**src/rtl/cache2w_pkg.sv**
```systemverilog
package cache2w_pkg;

    localparam int NUM_WAYS = 2;

    typedef enum logic [0:0] {
        CTL_IDLE = 1'b0,
        CTL_FILL = 1'b1
    } ctl_state_e;

    typedef struct packed {
        logic hit;
        logic way;
        logic victim;
    } lookup_t;

    // Invalid ways win over the LRU pointer; way 0 is tried first.
    function automatic logic pick_victim(input logic [NUM_WAYS-1:0] vld, input logic lru_ptr);
        if (!vld[0]) return 1'b0;
        if (!vld[1]) return 1'b1;
        return lru_ptr;
    endfunction

endpackage

```
**src/rtl/c2w_tag_array.sv**
```systemverilog
module c2w_tag_array
    import cache2w_pkg::*;
#(
    parameter int NUM_SETS = 2,
    parameter int TAG_W    = 7,
    localparam int SET_W   = $clog2(NUM_SETS)
) (
    input  logic             clk,
    input  logic             rst,
    input  logic [SET_W-1:0] lk_set,
    input  logic [TAG_W-1:0] lk_tag,
    input  logic             upd_en,
    input  logic             upd_fill,
    input  logic [SET_W-1:0] upd_set,
    input  logic             upd_way,
    input  logic [TAG_W-1:0] upd_tag,
    output lookup_t          lk
);

    logic [NUM_WAYS-1:0] match;
    logic [NUM_WAYS-1:0] vld_at;
    logic [NUM_SETS-1:0] lru_q;

    for (genvar w = 0; w < NUM_WAYS; w++) begin : g_way
        logic [TAG_W-1:0]    tag_q [NUM_SETS];
        logic [NUM_SETS-1:0] vld_q;

        always_ff @(posedge clk) begin
            if (rst) begin
                vld_q <= '0;
                for (int s = 0; s < NUM_SETS; s++) tag_q[s] <= '0;
            end else if (upd_en && upd_fill && (upd_way == w[0])) begin
                vld_q[upd_set] <= 1'b1;
                tag_q[upd_set] <= upd_tag;
            end
        end

        assign vld_at[w] = vld_q[lk_set];
        assign match[w]  = vld_q[lk_set] && (tag_q[lk_set] == lk_tag);
    end

    always_ff @(posedge clk) begin
        if (rst) begin
            lru_q <= '0;
        end else if (upd_en) begin
            lru_q[upd_set] <= ~upd_way;
        end
    end

    always_comb begin
        lk.hit    = |match;
        lk.way    = match[1];
        lk.victim = pick_victim(vld_at, lru_q[lk_set]);
    end

endmodule

```
**src/rtl/c2w_data_array.sv**
```systemverilog
module c2w_data_array
    import cache2w_pkg::*;
#(
    parameter int NUM_SETS = 2,
    parameter int DATA_W   = 16,
    localparam int SET_W   = $clog2(NUM_SETS)
) (
    input  logic              clk,
    input  logic              rst,
    input  logic              wr_en,
    input  logic [SET_W-1:0]  wr_set,
    input  logic              wr_way,
    input  logic [DATA_W-1:0] wr_data,
    input  logic [SET_W-1:0]  rd_set,
    input  logic              rd_way,
    output logic [DATA_W-1:0] rd_data
);

    logic [DATA_W-1:0] way_word [NUM_WAYS];

    for (genvar w = 0; w < NUM_WAYS; w++) begin : g_bank
        logic [DATA_W-1:0] mem_q [NUM_SETS];

        always_ff @(posedge clk) begin
            if (rst) begin
                for (int s = 0; s < NUM_SETS; s++) mem_q[s] <= '0;
            end else if (wr_en && (wr_way == w[0])) begin
                mem_q[wr_set] <= wr_data;
            end
        end

        assign way_word[w] = mem_q[rd_set];
    end

    assign rd_data = way_word[rd_way];

endmodule

```
**src/rtl/c2w_refill_ctl.sv**
```systemverilog
module c2w_refill_ctl
    import cache2w_pkg::*;
#(
    parameter int ADDR_W     = 8,
    parameter int REFILL_LAT = 4,
    localparam int CNT_W     = $clog2(REFILL_LAT) + 1
) (
    input  logic              clk,
    input  logic              rst,
    input  logic              start,
    input  logic [ADDR_W-1:0] start_addr,
    input  logic              start_victim,
    output logic              idle,
    output logic              mem_req,
    output logic [ADDR_W-1:0] fill_addr,
    output logic              fill_way,
    output logic              fill_done
);

    ctl_state_e       state_q;
    logic [CNT_W-1:0] cnt_q;

    always_ff @(posedge clk) begin
        if (rst) begin
            state_q   <= CTL_IDLE;
            cnt_q     <= '0;
            mem_req   <= 1'b0;
            fill_addr <= '0;
            fill_way  <= 1'b0;
        end else begin
            mem_req <= 1'b0;
            case (state_q)
                CTL_IDLE: begin
                    if (start) begin
                        state_q   <= CTL_FILL;
                        cnt_q     <= CNT_W'(REFILL_LAT - 1);
                        mem_req   <= 1'b1;
                        fill_addr <= start_addr;
                        fill_way  <= start_victim;
                    end
                end
                default: begin
                    if (cnt_q == '0) state_q <= CTL_IDLE;
                    else             cnt_q   <= cnt_q - 1'b1;
                end
            endcase
        end
    end

    assign idle      = (state_q == CTL_IDLE);
    assign fill_done = (state_q == CTL_FILL) && (cnt_q == '0);

endmodule

```
**src/rtl/cache2w_lru.sv**
```systemverilog
module cache2w_lru
    import cache2w_pkg::*;
#(
    parameter int NUM_SETS   = 2,
    parameter int ADDR_W     = 8,
    parameter int DATA_W     = 16,
    parameter int REFILL_LAT = 4
) (
    input  logic              clk,
    input  logic              rst,
    input  logic              req_valid,
    input  logic [ADDR_W-1:0] req_addr,
    output logic              ready,
    output logic              resp_valid,
    output logic              resp_hit,
    output logic              resp_way,
    output logic [DATA_W-1:0] resp_data,
    output logic              mem_req,
    output logic [ADDR_W-1:0] mem_addr,
    input  logic [DATA_W-1:0] mem_rdata
);

    localparam int SET_W = $clog2(NUM_SETS);
    localparam int TAG_W = ADDR_W - SET_W;

    lookup_t           lk;
    logic              accept;
    logic              fill_done;
    logic              fill_way;
    logic [ADDR_W-1:0] fill_addr;
    logic [DATA_W-1:0] hit_word;
    logic              upd_en;
    logic [SET_W-1:0]  upd_set;
    logic              upd_way;

    assign accept = req_valid && ready;

    c2w_tag_array #(.NUM_SETS(NUM_SETS), .TAG_W(TAG_W)) u_tags (
        .clk      (clk),
        .rst      (rst),
        .lk_set   (req_addr[SET_W-1:0]),
        .lk_tag   (req_addr[ADDR_W-1:SET_W]),
        .upd_en   (upd_en),
        .upd_fill (fill_done),
        .upd_set  (upd_set),
        .upd_way  (upd_way),
        .upd_tag  (fill_addr[ADDR_W-1:SET_W]),
        .lk       (lk)
    );

    c2w_data_array #(.NUM_SETS(NUM_SETS), .DATA_W(DATA_W)) u_data (
        .clk     (clk),
        .rst     (rst),
        .wr_en   (fill_done),
        .wr_set  (fill_addr[SET_W-1:0]),
        .wr_way  (fill_way),
        .wr_data (mem_rdata),
        .rd_set  (req_addr[SET_W-1:0]),
        .rd_way  (lk.way),
        .rd_data (hit_word)
    );

    c2w_refill_ctl #(.ADDR_W(ADDR_W), .REFILL_LAT(REFILL_LAT)) u_ctl (
        .clk          (clk),
        .rst          (rst),
        .start        (accept && !lk.hit),
        .start_addr   (req_addr),
        .start_victim (lk.victim),
        .idle         (ready),
        .mem_req      (mem_req),
        .fill_addr    (fill_addr),
        .fill_way     (fill_way),
        .fill_done    (fill_done)
    );

    assign mem_addr = fill_addr;

    // A fill and an accepted hit cannot coincide: ready is low while filling.
    assign upd_en  = fill_done || (accept && lk.hit);
    assign upd_set = fill_done ? fill_addr[SET_W-1:0] : req_addr[SET_W-1:0];
    assign upd_way = fill_done ? fill_way : lk.way;

    always_ff @(posedge clk) begin
        if (rst) begin
            resp_valid <= 1'b0;
            resp_hit   <= 1'b0;
            resp_way   <= 1'b0;
            resp_data  <= '0;
        end else begin
            resp_valid <= 1'b0;
            if (fill_done) begin
                resp_valid <= 1'b1;
                resp_hit   <= 1'b0;
                resp_way   <= fill_way;
                resp_data  <= mem_rdata;
            end else if (accept && lk.hit) begin
                resp_valid <= 1'b1;
                resp_hit   <= 1'b1;
                resp_way   <= lk.way;
                resp_data  <= hit_word;
            end
        end
    end

endmodule

```
**config.mk**
```make
export PLATFORM = sky130hd
export DESIGN_NAME = cache2w_lru
export DESIGN_NICKNAME = d
export VERILOG_FILES = /design/src/rtl/cache2w_pkg.sv /design/src/rtl/c2w_tag_array.sv /design/src/rtl/c2w_data_array.sv /design/src/rtl/c2w_refill_ctl.sv /design/src/rtl/cache2w_lru.sv
export SDC_FILE = /design/constraint.sdc
export NUM_CORES = 1
export LEC_CHECK = 0
export BUFFER_PORTS_ARGS = -buffer_cell sky130_fd_sc_hd__clkbuf_2
export CAP_MARGIN = 10
export CORE_MARGIN = 10
export CORE_UTILIZATION = 26
export DETAILED_ROUTE_END_ITERATION = 16
export GPL_TIMING_DRIVEN = 1
export PLACE_DENSITY_LB_ADDON = 0.2
export SLEW_MARGIN = 10
export SYNTH_ARGS = -nofsm -noshare
export SYNTH_HDL_FRONTEND = slang
export SYNTH_SLANG_ARGS = --single-unit
export TNS_END_PERCENT = 5
```
**constraint.sdc**
```tcl
create_clock -name clk -period 3.6 [get_ports clk]
set_input_delay 0.72 -clock clk [delete_from_list [all_inputs] [get_ports clk]]
set_output_delay 0.72 -clock clk [all_outputs]
set_load 0.03 [all_outputs]
```
Yosys cells after proc, flatten, opt, wreduce, memory -nomap -nowiden --
Memories as Yosys holds them, arrays and structs flattened. Cells that the tools add are included.
Word-level totals: register bits 39, RAM bits 92, bits of input ports 27, output and inout bits 29, memories 4
Memory list:
- u_data.g_bank[0].mem_q | words 2, width 16, rd ports 1, clocked after memory_dff 0, wr ports 2, line c2w_data_array.sv:22 | logic [DATA_W-1:0] mem_q [NUM_SETS];
- u_data.g_bank[1].mem_q | words 2, width 16, rd ports 1, clocked after memory_dff 0, wr ports 2, line c2w_data_array.sv:22
- u_tags.g_way[0].tag_q | words 2, width 7, rd ports 1, clocked after memory_dff 0, wr ports 2, line c2w_tag_array.sv:25 | logic [TAG_W-1:0] tag_q [NUM_SETS];
- u_tags.g_way[1].tag_q | words 2, width 7, rd ports 1, clocked after memory_dff 0, wr ports 2, line c2w_tag_array.sv:25
Operators by class: $add $sub $neg 1, order comparisons 4, equality and inequality tests 3, muxes and demuxes 58, bitwise gates (word level) 6, reductions and logical operators 26
Operator list (number):
- $mux 16 | 7
- $mux 1 | 44
- $reduce_or 16->1 | 2
- $eq 7x7->1 | 2
- $mux 7 | 2
- $reduce_or 7->1 | 2
- $logic_and 1x1->1 | 12
- $mux 3 | 3
- $reduce_or 2->1 | 3
- $lt 1x2->1 const B | 2
- $or 2x2->2 | 2
- $reduce_and 2->1 | 2
- $reduce_bool 2->1 | 2
- $logic_not 3->1 | 1
- $not 1->1 | 3
- $sub 3x1->3 const B | 1
- $bwmux 2 | 1
- $ge 2x2->1 const B | 1
- $ne 2x2->1 const B | 1
- $not 1->2 | 1
- $demux 1 s1 | 1
- $ge 1x1->1 const B | 1
- $logic_not 1->1 | 1
- $logic_or 1x1->1 | 1

Depth between registers and ports, before layout --
depth after elaboration 13, mapped depth 11, gate-level depth less buffers 8

Cells and area by module --
Synthesis repeated with hierarchy kept, for this count alone.
Unflattened totals: cells, all modules 448, area total of the unflattened synthesis 6095.8 um^2
By module, submodules not included:
- c2w_data_array | instances 1, cells an instance 163, area an instance 2901.5 um^2
- c2w_tag_array | instances 1, cells an instance 130, area an instance 1644.1 um^2
- cache2w_lru | instances 1, cells an instance 92, area an instance 1014.7 um^2
- c2w_refill_ctl | instances 1, cells an instance 63, area an instance 535.5 um^2

Worst setup path after synthesis --
OpenSTA, ideal clock, no wires.
kind input to register, from in rst, to mem u_data.g_bank[1].mem_q[0][0], enable pin, arrival time 2.301 ns, required time 3.189 ns, path slack 0.888 ns, cell stages on the path 4, path buffers 1, path through clkbuf_1 -> nor2_1 -> nand2_1 -> o21ai_0
RTL lines:
- start: declaration | line cache2w_lru.sv:10 | input logic rst,
- end: declaration | line c2w_data_array.sv:22

Final worst setup path --
from in req_addr[0], to reg u_ctl.cnt_q[2]
On the way: longest elaborated chain between the ends 8, elaborated cells between the ends (all ways) 15
RTL lines:
- start: declaration | line cache2w_lru.sv:12 | input logic [ADDR_W-1:0] req_addr,
- $mem_v2 2x7 or $mux 1 (tied branches)
- $eq 7x7->1 or $mux 1 (tied branches) | line c2w_tag_array.sv:39 | assign match[w] = vld_q[lk_set] && (tag_q[lk_set] == lk_tag);
- $logic_and 1x1->1 | line c2w_tag_array.sv:39
- $reduce_or 2->1 (*) | line c2w_tag_array.sv:51 | lk.hit = |match;
- $logic_not 1->1 (*) | line cache2w_lru.sv:66 | .start (accept && !lk.hit),
- $logic_and 1x1->1 (*) | line cache2w_lru.sv:66
- $reduce_bool 2->1 (no source line) (*)
- $reduce_and 2->1 (no source line) (*)
- end signal: assignment | line c2w_refill_ctl.sv:36 | cnt_q <= CNT_W'(REFILL_LAT - 1);
- end signal: assignment | line c2w_refill_ctl.sv:44 | else cnt_q <= cnt_q - 1'b1;
- end: declaration | line c2w_refill_ctl.sv:21 | logic [CNT_W-1:0] cnt_q;
Every way passes the cells marked *; elsewhere a longest branch is shown, timed or not. The select of a mux whose other input is x is not followed. A chain may end at the register's enable or synchronous reset.

==> metrics <==
post-detail-place hpwl=9577 um; top-level port count=56; post-CTS clock slew at the launch and capture registers of the worst setup and hold paths=0.06 ns; setup slack after layout=approximately 0.93 ns; top library cells by usage in the layout, fill and taps aside=sky130_fd_sc_hd__and2_1 (94), sky130_fd_sc_hd__edfxtp_1 (92), sky130_fd_sc_hd__mux2i_1 (69); Power per Cell Area=531.6 mW/mm^2; data arrival time of the worst path=3.02 ns; path type of the worst min-delay path=reg -> reg; Final ANT Viol Nets=0; largest stage delay on the critical path=0.49 ns; clock buffer count from CTS=17; Total Routing Usage GR=10.65%; peak supply drop=around 0.00031 V; Yosys cell types=between 40 and 50; Period minus WS final=2.670 ns; Detailed Routing Iterations Pass 1=4; Post-route DRC=0; total of cells resized after clock tree synthesis=0; startpoint type of the worst setup path=input pin; largest net degree at the start of global routing=38; global-route wire length before repair=around 23000 um; IO Port Bufs=55; CTS Hold Buffers Added=0; endpoint kind of the worst setup timing path=flop; area of the core region=0.02250 mm^2; Rel. slew slack=41.33%; average routed wire per standard cell=18.13 um; fill count=2267; series of cell instances along the critical path=clkbuf_2 > buf_4 > mux2i_1 > xnor2_1 > a2111oi_4 > nand4_2 > and3b_1 > o31a_1 > nor2_1; remaining global-route overflow=0; CTS tree=built; number of hold violations in the final report=0; via total after detailed routing=~3700; post-synthesis cell type with the largest combined area=sky130_fd_sc_hd__edfxtp_1; number of synthesis warnings=0; depth of the CTS H-tree=4; Finish-stage setup viols=0; nets@finish=553; max-cap check violation count=0; status=complete, no violations; largest cells by area after synthesis=sky130_fd_sc_hd__edfxtp_1 (47%), sky130_fd_sc_hd__dfxtp_1 (13%), sky130_fd_sc_hd__mux2i_1 (12%); per-instance average area after synthesis=12.61 um^2; floorplan die area=just under 0.03 mm^2; Slew @ Worst Pin=0.8801 ns; global placer's final weighted congestion=0.7087; Antenna Diode Count=0; relative area change from synthesis to final layout=19.41%; footprint of the multi-input gates=~0.0022 mm^2; wirelength, routed=approximately 15000 um; clock latency reported for the late side of the worst-skew pair=0.42 ns; Mapped Area=about 0.0059 mm^2; total negative slack for setup checks=0 ns; post-place setup slack=0.4969 ns; post-synthesis sequential element count=131; WS Path Type=in -> reg; Max Clock Freq=0.3745 GHz; maximum buffer depth of the clock tree=2; unrepaired setup endpoints after global routing=no; period utilisation layout=74.18%; antenna violations before repair=0; number of violations reported at the end of detailed-routing iteration 0=191; die boundary height=171.0 um; Gate Count Post-Synth=470; critical path data required time=a little under 4 ns; Root Buffer Master=sky130_fd_sc_hd__clkbuf_16; Layout Skew=around 0.017 ns; Net Count, Synth=499; cell type of the slowest stage on the worst timing path=sky130_fd_sc_hd__and3b_1; share of the synthesized area in the top cell type=a little under half; detail-routed via count per cell=4.512; number of global-route vias before repair=3932; P_leak=2.881 nW; Crit Path Max Fanout=14; number of pins exceeding their max-slew limit in the final report=0; floorplan die width=171.0 um; total number of clock tree sinks=approximately 130; Setup Fix Bufs, Post-CTS=0; Seq. cell area=roughly 0.0035 mm^2; most common library cell in the layout ignoring fill and taps=sky130_fd_sc_hd__and2_1; fraction of final layout cells sized beyond drive strength 1=between 20% and 30%; standard-cell row count=55; share of the yosys chip area belonging to registers=59.81%; initial cell density of the core=26.33%
-- synthesized netlist by cell type, drive strengths merged --
cell type  count
nand4          2
a22oi         17
nor4b          1
o32a           1
a2111oi        1
o21ai          4
xor2           5
clkbuf        17
nor4           2
buf           16
ha             2
a211oi         2
nor2b          2
or2            6
a21oi         21
mux2           2
inv            6
and3b          2
nand3         17
mux2i         69
o22ai          2
o31a           1
dfxtp         39
and3           1
nand2b         1
a21o           4
nand3b         1
and2          94
nor2          19
xnor2          9
or3            1
nor3           3
nand2          6
a31oi          2
edfxtp        92
-- report_power, final --
| part | internal [mW] | switching (mW) |
|---|---|---|
| Sequential | 1.68 | 0.0345 |
| Clock | 1.09 | 0.655 |
| Combinational | 0.105 | 0.199 |
-- worst paths after layout --
kind	cells after the start	to	slack [ns]	from
setup / recovery	9	u_ctl.cnt_q[2]	0.93	req_addr[0]
hold / removal	2	resp_data[11]	0.46	resp_data[11]
setup reg to reg	8	u_tags.g_way[0].tag_q[1][3]	1.07	u_ctl.cnt_q[0]
hold reg to reg	2	resp_data[11]	0.46	resp_data[11]
-- through the flow --
stage          power (mW)  instance area (um^2)  utilization, %  hold WS (ns)  std cells
2_1_floorplan       1.947                  5924               -        0.4430        470
3_3_place_gp        2.055                  6481           28.80        0.4565        790
3_5_place_dp        2.061                  6481           28.80        0.4589        790
4_1_cts             3.811                  7074           31.44        0.4647        822
5_1_grt             3.911                  7074           31.44        0.4926        822
6_report            3.760                  7074           31.44        0.4625        822
-- sequential cells by signal, indices dropped and copies added, names as in the netlist --
signal,cells
resp_data,16
resp_way,1
u_tags.g_way.tag_q,28
resp_valid,1
u_ctl.cnt_q,3
u_ctl.state_q,1
u_ctl.fill_addr,8
u_data.g_bank.mem_q,64
u_tags.lru_q,2
resp_hit,1
u_tags.g_way.vld_q,4
u_ctl.fill_way,1
u_ctl.mem_req,1
-- routing by layer --
layer	share of wire (%)	wire, um	track usage (%)	up-vias
li1	-	-	-	1792
met4	0.89	133	3.176	0
met2	49	7324	17.52	65
met5	0	0	0	-
met3	4.5	668	3.364	10
met1	45	6778	13.06	1842
-- cells by family after synthesis --
| logic type | count (synthesis) | synth area share [%] |
|---|---|---|
| adder cells (fa/ha/maj) | 2 | 0.4223 |
| multiplexers | 71 | 12.04 |
| AO/OA/AOI/OAI | 55 | 6.695 |
| buffers and inverters | 39 | 3.506 |
| AND/OR/NAND/NOR | 158 | 15.46 |
| XOR/XNOR | 14 | 2.070 |
| flip-flops | 131 | 59.81 |
-- final cells by class --
class	count	area share, %
Sequential cell	131	50.09
Multi-Input combinational cell	300	30.90
Tap cell	285	5.041
Inverter	6	0.3184
Clock inverter	13	2.264
Clock buffer	19	6.120
Timing Repair Buffer	68	5.271
-- critical path: cells and delay by family --
| kind | cells | cell delay [ns] |
|---|---|---|
| multiplexers | 1 | 0.24 |
| AND/OR/NAND/NOR | 3 | 0.78 |
| AO/OA/AOI/OAI | 2 | 0.70 |
| XOR/XNOR | 1 | 0.12 |
| buffers and inverters | 2 | 0.44 |
(Power assumes the default switching activity.)
